### config.mk
export PLATFORM = sky130hd
export DESIGN_NAME = wic_beat_sched
export DESIGN_NICKNAME = d
export VERILOG_FILES = /design/src/rtl/wic_pkg.sv /design/src/rtl/wic_beat_sched.sv
export SDC_FILE = /design/constraint.sdc
export NUM_CORES = 1
export LEC_CHECK = 0
export ABC_AREA = 1
export BUFFER_PORTS_ARGS = -buffer_cell sky130_fd_sc_hd__buf_2
export CAP_MARGIN = 20
export CELL_PAD_IN_SITES_DETAIL_PLACEMENT = 1
export CELL_PAD_IN_SITES_GLOBAL_PLACEMENT = 1
export CORE_MARGIN = 2
export CORE_UTILIZATION = 40
export CTS_BUF_LIST = sky130_fd_sc_hd__clkbuf_2 sky130_fd_sc_hd__clkbuf_4 sky130_fd_sc_hd__clkbuf_8
export CTS_CLUSTER_SIZE = 20
export DETAILED_ROUTE_END_ITERATION = 7
export GPL_TIMING_DRIVEN = 0
export PLACE_DENSITY_LB_ADDON = 0.1
export SYNTH_ARGS = -nofsm -noshare
export SYNTH_HDL_FRONTEND = slang
export SYNTH_SLANG_ARGS = --single-unit
### constraint.sdc
create_clock -name clk_i -period 2.3 [get_ports clk_i]
set_clock_uncertainty 0.15 [all_clocks]
set_input_delay 0.23 -clock clk_i [delete_from_list [all_inputs] [get_ports clk_i]]
set_output_delay 0.23 -clock clk_i [all_outputs]
set_load 0.01 [all_outputs]
### src/rtl/wic_pkg.sv
package wic_pkg;
  typedef enum logic [2:0] {
    CMD_NOP = 3'd0, CMD_ACT = 3'd1, CMD_RD = 3'd2, CMD_WR = 3'd3, CMD_PRE = 3'd4
  } cmd_e;

  typedef enum logic [2:0] {
    V_NONE = 3'd0, V_BL4 = 3'd1, V_CMD = 3'd2, V_OFS = 3'd3, V_AP = 3'd4, V_PRE = 3'd5
  } viol_e;

  typedef enum logic [1:0] {
    OWN_IDLE = 2'd0, OWN_FIRST = 2'd1, OWN_INTR = 2'd2
  } own_e;
endpackage

### src/rtl/wic_beat_sched.sv
module wic_beat_sched
  import wic_pkg::*;
#(
  parameter int WL_MAX = 15,
  localparam int WL_W  = $clog2(WL_MAX + 1)
) (
  input  logic            clk_i,
  input  logic            rst_ni,
  input  logic            wr_i,
  input  logic            intr_i,
  input  logic            bl8_i,
  input  logic [WL_W-1:0] wl_i,
  output own_e            own_o,
  output logic [1:0]      pair_o
);
  logic [WL_MAX-1:0] hv_q, ht_q;
  logic [WL_W-1:0]   tap;
  logic              start;
  own_e              tag;
  logic              eng_act_q;
  own_e              eng_own_q;
  logic [1:0]        eng_pair_q;
  logic [1:0]        last;

  assign tap   = wl_i - WL_W'(1);
  assign start = (wl_i != '0) && (int'(wl_i) <= WL_MAX) && hv_q[tap];
  assign tag   = ht_q[tap] ? OWN_INTR : OWN_FIRST;
  assign last  = bl8_i ? 2'd3 : 2'd1;

  always_ff @(posedge clk_i or negedge rst_ni) begin
    if (!rst_ni) begin
      hv_q <= '0;
      ht_q <= '0;
    end else begin
      hv_q <= {hv_q[WL_MAX-2:0], wr_i};
      ht_q <= {ht_q[WL_MAX-2:0], intr_i};
    end
  end

  always_ff @(posedge clk_i or negedge rst_ni) begin
    if (!rst_ni) begin
      eng_act_q  <= 1'b0;
      eng_own_q  <= OWN_IDLE;
      eng_pair_q <= 2'd0;
    end else if (start) begin
      eng_act_q  <= 1'b1;
      eng_own_q  <= tag;
      eng_pair_q <= 2'd1;
    end else if (eng_act_q) begin
      if (eng_pair_q >= last) eng_act_q <= 1'b0;
      else                    eng_pair_q <= eng_pair_q + 2'd1;
    end
  end

  always_comb begin
    if (start) begin
      own_o  = tag;
      pair_o = 2'd0;
    end else if (eng_act_q) begin
      own_o  = eng_own_q;
      pair_o = eng_pair_q;
    end else begin
      own_o  = OWN_IDLE;
      pair_o = 2'd0;
    end
  end


  intr_takeover_chk: assert property (@(posedge clk_i) disable iff (!rst_ni)
    (start && tag == OWN_INTR) |-> (eng_act_q && eng_pair_q == 2'd2));
endmodule

==> results by group, run 1 <==
Synth
  • Synthesized area per cell: 9.42 sq um
  • Largest family of logic cells by synthesized area: simple AND/OR/NAND/NOR gates
  • Cell area after synthesis: 0.00160 sq mm
  • Synth top area share: 0.547
  • Yosys synthesis warning count: 0
  • Post-synthesis xor/xnor area fraction: 0.00547
  • Most common cell in the synthesized netlist: nand2_1
  • Post-synth cell types: 20
  • EDFF count, synth: 0
  • Mux cell area share after synthesis: 0
  • Largest cells by area after synthesis: dfrtp_1 (55%), nand2_1 (13%), nand3_1 (7.8%)
  • Adder-Cell Fraction of Synth Area: 0.0156
  • FF+latch count, synth: 35
  • Simple-Gate Fraction of Synth Area: 0.323
  • Most used DFF post-synth: dfrtp_1
  • Mapped Cells: 170
  • Complex-gate fraction of the synthesized area: 0.00313
  • Sequential fraction of the synthesis area: 0.547
  • Syn nets: 181
  • Post-synthesis async set-or-reset flop share: 1.00
  • Yosys top cell by area: dfrtp_1
  • Commonest cells in the synthesized netlist: nand2_1 (54), dfrtp_1 (35), inv_1 (25), nand3_1 (25), nand2_2 (7)

Power and ir drop
  • Pwr dens: 825 mW/mm^2
  • Leak pwr: 1.01 nW
  • Pwr Total: 0.00156 W
  • VDD IR max: 0.392 mV

Layout
  • Area Overhead vs Synth: 17.9%
  • Fin nets: 203
  • Layout cells sized above 1: 0.254
  • Antenna cell count: 0

Detailed routing
  • Vias/cell: 4.76
  • Antenna Nets Post-Route: 0
  • # DRC: 0
  • First-pass DRT Iterations: 3
  • DR iter-0 viols: 12
  • Total number of vias: 1,146
  • WL final: 3240 microns
  • Wire length per cell: 13.4 microns

Critical path
  • Setup slack, reg-to-reg: 0.81 ns
  • Worst flop-to-flop path startpoint: eng_pair_q[1]
  • CP max FO: 10
  • Top Family by Delay on Critical Path: buffers and inverters
  • Worst R2R End: eng_pair_q[1]
  • Worst EP required: 1.92 ns
  • CP startpoint kind: primary input
  • Critical path arrival: 1.79 ns
  • CP Class: primary input to output pin
  • CP max-delay cell: ha_1
  • Critical path buffers and inverters: 6
  • Crit path cell chain: buf_8 > inv_8 > buf_12 > ha_1 > buf_6 > inv_8 > nand3_1 > nand3_1 > nand3_4 > nand3_4 > nand2_1 > nand2_1 > buf_2
  • Depth of the worst register-to-register path: 7
  • Crit-path max cell delay: 0.31 ns
  • CP Capture Type: output pin

STA
  • Final Cycle Share: 0.943
  • Slew Viols, Final: 0
  • Final setup viols: 0
  • Crit path time final: 2.17 ns
  • Final worst setup slack: 0.132 ns
  • Worst Max-Slew Pin Slew: 0.738 ns
  • Worst rel slew slack: 0.508
  • Max Freq: 461 MHz
  • Hold Violations, Final: 0

Floorplanning
  • Die height: 67.3 microns
  • Placement Rows: 22
  • Initial Utilization: 0.428
  • Die extent in x: 67.3 microns
  • Core ar.: 0.00374 sq mm
  • I/O pin count: 13
  • DIE AREA: 0.00453 sq mm

Run
  • Max-cap viol count: 0

Place
  • Setup slack at placement: -0.0471 ns
  • PortBufs: 11
  • Detailed placement HPWL: 2240 microns
  • RePlAce Congestion: 0.781

Outcome
  • Status: completed

GRT
  • Initial antenna violation count: 0
  • Largest net degree at the start of global routing: 36
  • First-pass GRT wire length: 5460 microns
  • Vias in the first global route: 1,191
  • GRT overflow: 0
  • GRT Util Overall: 0.171

Clock tree
  • Total CTS buffers: 5
  • Worst-path clk slew: 0.06 ns
  • Sink Count: 35
  • CTS tree: done
  • Root Buffer: clkbuf_8
  • H-tree levels: 2
  • Worst-Skew Late Latency: 0.28 ns
  • Clk buf depth: 2

Hold path
  • Hold EP: hv_q[10]
  • Hold Crit Start: hv_q[9]
  • Worst hold stages: 0
  • Hold Crit Class: register to register
[metrics by stage]
stage	cells	utilization	TNS [ns]	instance area [sq um]	hold slack, ns
6_report	241	0.504	0	1890	0.227
5_1_grt	241	0.504	-0.0125	1890	0.238
4_1_cts	240	0.496	0	1860	0.229
3_5_place_dp	229	0.459	-0.123	1720	0.190
3_3_place_gp	229	0.459	-0.0573	1720	0.168
2_1_floorplan	170	-	0	1600	-0.216
[area by class of cell]
type / count / area (sq um)
Buffer: 4 / 66.3
Clock buffer: 8 / 104
Tap cell: 48 / 60.1
Inverter: 28 / 120
Multi-Input combinational cell: 103 / 569
Sequential cell: 35 / 876
Fill cell: 455 / 1860
Timing Repair Buffer: 15 / 92.6
[report_power, final]
group / internal [W] / total, W / leakage [nW] / switching [W]
registers: 0.000676 / 0.000726 / 0.408 / 0.0000505
clock network: 0.000285 / 0.000492 / 0.0549 / 0.000207
logic: 0.000135 / 0.000339 / 0.547 / 0.000204
[worst max-delay path by stage]
stage | from | to | slack (ns) | depth (start not counted)
2_1_floorplan | wl_i[0] | own_o[0] | 0.30 | 12
3_3_place_gp | wl_i[0] | own_o[1] | -0.03 | 14
3_5_place_dp | wl_i[0] | own_o[0] | -0.05 | 14
4_1_cts | wl_i[0] | pair_o[1] | 0.04 | 13
5_1_grt | wl_i[0] | own_o[0] | -0.01 | 14
6_report | wl_i[0] | own_o[1] | 0.13 | 13
[sequential cells by signal, indices dropped and copies added (netlist names)]
register	flops
eng_own_q	2
ht_q	15
hv_q	15
eng_pair_q	2
eng_act_q	1
[kinds of logic (layout without fill, tap and decap cells)]
family	Yosys count	in the layout
fa+ha+maj	2	2
simple gates	99	99
xor+xnor	1	1
flops	35	35
compound gates	1	1
buf+inv	32	55
[cell usage in the layout, fill, tap and decap left out, drive strengths merged]
cell type / netlist / layout
nand2: 62 / 62
dfrtp: 35 / 35
nand3: 32 / 32
inv: 28 / 28
buf: 4 / 16
clkbuf: 0 / 8
dlygate4sd3: 0 / 3
nor2: 3 / 3
ha: 2 / 2
nand4: 2 / 2
o21ai: 1 / 1
xor2: 1 / 1
[layer usage]
metal  up-vias  GRT usage  wire length [microns]
met4         0     0.0612                     53
met2        14      0.308                   1670
li1        569          -                      -
met1       556      0.189                   1420
met5         -          0                      0
met3         7     0.0500                     92
[repair_timing]
action | 4_1_cts | 5_1_grt
gates resized for setup | 2 | 8
endpoints found under the hold margin | 37 | 0
pin swaps | 0 | 1
hold buffers | 3 | 0
setup buffers | 0 | 1
endpoints found under the setup margin | 4 | 4
Power figures use the tool's default switching activity.
==> inputs of run 2 (changes only) <==
CAP_MARGIN = default   (was 20)
CORE_UTILIZATION = 47   (was 40)
==> results by group, run 2 (synthesized netlist as in run 1, its figures left out) <==
Floorplanning
  • Initial Utilization: 0.484 (was 0.428)
  • DIE AREA: 0.00389 sq mm (was 0.00453 sq mm)
  • Die height: 62.4 microns (was 67.3 microns)
  • Core ar.: 0.00331 sq mm (was 0.00374 sq mm)
  • I/O pin count: 13 (unchanged)
  • Placement Rows: 21 (was 22)
  • Die extent in x: 62.4 microns (was 67.3 microns)

Critical path
  • Critical path arrival: 1.77 ns (was 1.79 ns)
  • Worst EP required: 1.92 ns (about the same)
  • CP Class: primary input to output pin (unchanged)
  • CP Capture Type: output pin (unchanged)
  • Crit-path max cell delay: 0.27 ns (was 0.31 ns)
  • CP max FO: 10 (unchanged)
  • Depth of the worst register-to-register path: 7 (unchanged)
  • CP startpoint kind: primary input (unchanged)
  • CP max-delay cell: ha_4 (was ha_1)
  • Crit path cell chain: buf_6 > inv_8 > buf_12 > ha_4 > buf_6 > inv_4 > nand3_1 > nand3_1 > nand3_4 > nand2_2 > nor2_4 > nand2_1 > nand2_1 > buf_2 (was buf_8 > inv_8 > buf_12 > ha_1 > buf_6 > inv_8 > nand3_1 > nand3_1 > nand3_4 > nand3_4 > nand2_1 > nand2_1 > buf_2)

Layout
  • Post-layout util: 0.571 (was 0.504)
  • Layout Cells excl Fill: 243 (was 241)
  • Antenna cell count: 0 (unchanged)
  • Fillers: 409 (was 455)
  • Commonest non-fill, non-tap cell in the layout: nand2_1 (unchanged)
  • Fin nets: 207 (was 203)
  • Biggest registers after layout: ht_q x15, hv_q x15 (unchanged)
  • Layout cells sized above 1: 0.269 (was 0.254)
  • Finished layout cell area: 0.00189 sq mm (about the same)
  • Most frequent cells in the layout: nand2_1 (52), dfrtp_1 (35), inv_1 (25), nand3_1 (25), buf_2 (12) (was nand2_1 (51), dfrtp_1 (35), inv_1 (25), nand3_1 (25), buf_2 (11))
  • Area Overhead vs Synth: 18.1% (was 17.9%)

GRT
  • GRT overflow: 0 (unchanged)
  • Vias in the first global route: 1,269 (was 1,191)
  • First-pass GRT wire length: 6020 microns (was 5460 microns)
  • GRT Util Overall: 0.201 (was 0.171)
  • Largest net degree at the start of global routing: 36 (unchanged)
  • Initial antenna violation count: 0 (unchanged)

Place
  • Detailed placement HPWL: 2320 microns (was 2240 microns)
  • PortBufs: 11 (unchanged)
  • RePlAce Congestion: 0.763 (was 0.781)
  • Placed Instances: 227 (was 229)
  • Dpl cell area: 0.00171 sq mm (was 0.00172 sq mm)

Detailed routing
  • Vias/cell: 4.92 (was 4.76)
  • Antenna Nets Post-Route: 0 (unchanged)
  • First-pass DRT Iterations: 4 (was 3)
  • DR iter-0 viols: 41 (was 12)
  • # DRC: 0 (unchanged)
  • WL final: 3430 microns (was 3240 microns)
  • Total number of vias: 1,195 (was 1,146)
  • Wire length per cell: 14.1 microns (was 13.4 microns)

Hold path
  • Worst hold stages: 6 (was 0)
  • Hold Crit Class: primary input to register (was register to register)

Outcome
  • Status: completed (unchanged)

STA
  • Slew Viols, Final: 0 (unchanged)
  • Crit path time final: 2.15 ns (was 2.17 ns)
  • Final setup viols: 0 (unchanged)
  • RSZ-0062 raised after global routing: false
  • Hold Violations, Final: 0 (unchanged)
  • Max Freq: 466 MHz (was 461 MHz)
  • Worst Max-Slew Pin Slew: 0.768 ns (was 0.738 ns)
  • Final Cycle Share: 0.933 (was 0.943)
  • Worst rel slew slack: 0.488 (was 0.508)

Clock tree
  • Total CTS buffers: 5 (unchanged)
  • CTS tree: done (unchanged)
  • Root Buffer: clkbuf_4 (was clkbuf_8)
  • H-tree levels: 2 (unchanged)
  • Clk buf depth: 2 (unchanged)
  • Worst-Skew Late Latency: 0.34 ns (was 0.28 ns)
  • Sink Count: 35 (unchanged)
  • Worst-path clk slew: 0.11 ns (was 0.06 ns)

Power and ir drop
  • Pwr dens: 809 mW/mm^2 (was 825 mW/mm^2)
  • Leak pwr: 1.02 nW (was 1.01 nW)
  • Pwr Total: 0.00153 W (was 0.00156 W)
  • VDD IR max: 0.568 mV (was 0.392 mV)

Run
  • Max-cap viol count: 0 (unchanged)
[run 2: cell types whose count changed in the layout (fill, tap and decap cells not counted), sizes merged]
cell / delta
buf: +4
bufinv: +1
clkbuf: -3
clkinv: +2
[run 2: per-stage QoR]
stage	hold WS (ns)	setup TNS, ns	worst slack, ns
finish	0.223	0	0.153
global route	0.252	0	0.0217
CTS	0.203	0	0.0302
detailed placement	0.190	-0.0977	-0.0538
global placement	0.182	0	0.00544
floorplan	-0.216	0	0.303
[run 2: final timing paths]
| kind | from | to | slack (ns) |
|---|---|---|---|
| min in group asynchronous | rst_ni | ht_q[8] | 0.33 |
| min | bl8_i | eng_act_q | 0.22 |
| max in group asynchronous | rst_ni | hv_q[8] | 1.17 |
| max | wl_i[0] | own_o[1] | 0.15 |
| max reg2reg | eng_pair_q[1] | eng_pair_q[1] | 0.80 |
| min reg2reg | hv_q[10] | hv_q[11] | 0.23 |
[run 2: cell type report]
type	count	area, sq um	area share
Buffer	4	62.6	0.0331
Clock buffer	5	37.5	0.0198
Clock inverter	3	43.8	0.0231
Inverter	28	115	0.0608
Multi-Input combinational cell	103	579	0.306
Sequential cell	35	876	0.463
Tap cell	46	57.6	0.0304
Timing Repair Buffer	19	120	0.0635
[run 2: power by group]
| part | leakage (nW) | switching, W | internal [W] | total (W) |
|---|---|---|---|---|
| Sequential | 0.408 | 0.0000529 | 0.000674 | 0.000727 |
| Clock | 0.0452 | 0.000217 | 0.000229 | 0.000446 |
| Combinational | 0.562 | 0.000212 | 0.000146 | 0.000358 |
[run 2: what timing repair did]
action,CTS,global route
endpoints found under the setup margin,4,4
endpoints found under the hold margin,37,0
hold buffers,3,0
gates resized for setup,2,5
cloned,0,1
buffers inserted,0,4
pin swaps,0,1
[run 2: worst max-delay path, delay by kind of cell]
family / cells / cell delay [ns]
buffers and inverters: 6 / 0.64
and+or+nand+nor: 7 / 0.62
adders and majority gates: 1 / 0.27
[run 2: routing by layer]
layer | up-vias | track usage | part of all wire
li1 | 575 | - | -
met1 | 594 | 0.256 | 0.46
met2 | 18 | 0.329 | 0.49
met3 | 8 | 0.0523 | 0.029
met4 | 0 | 0.0833 | 0.023
met5 | - | 0 | 0
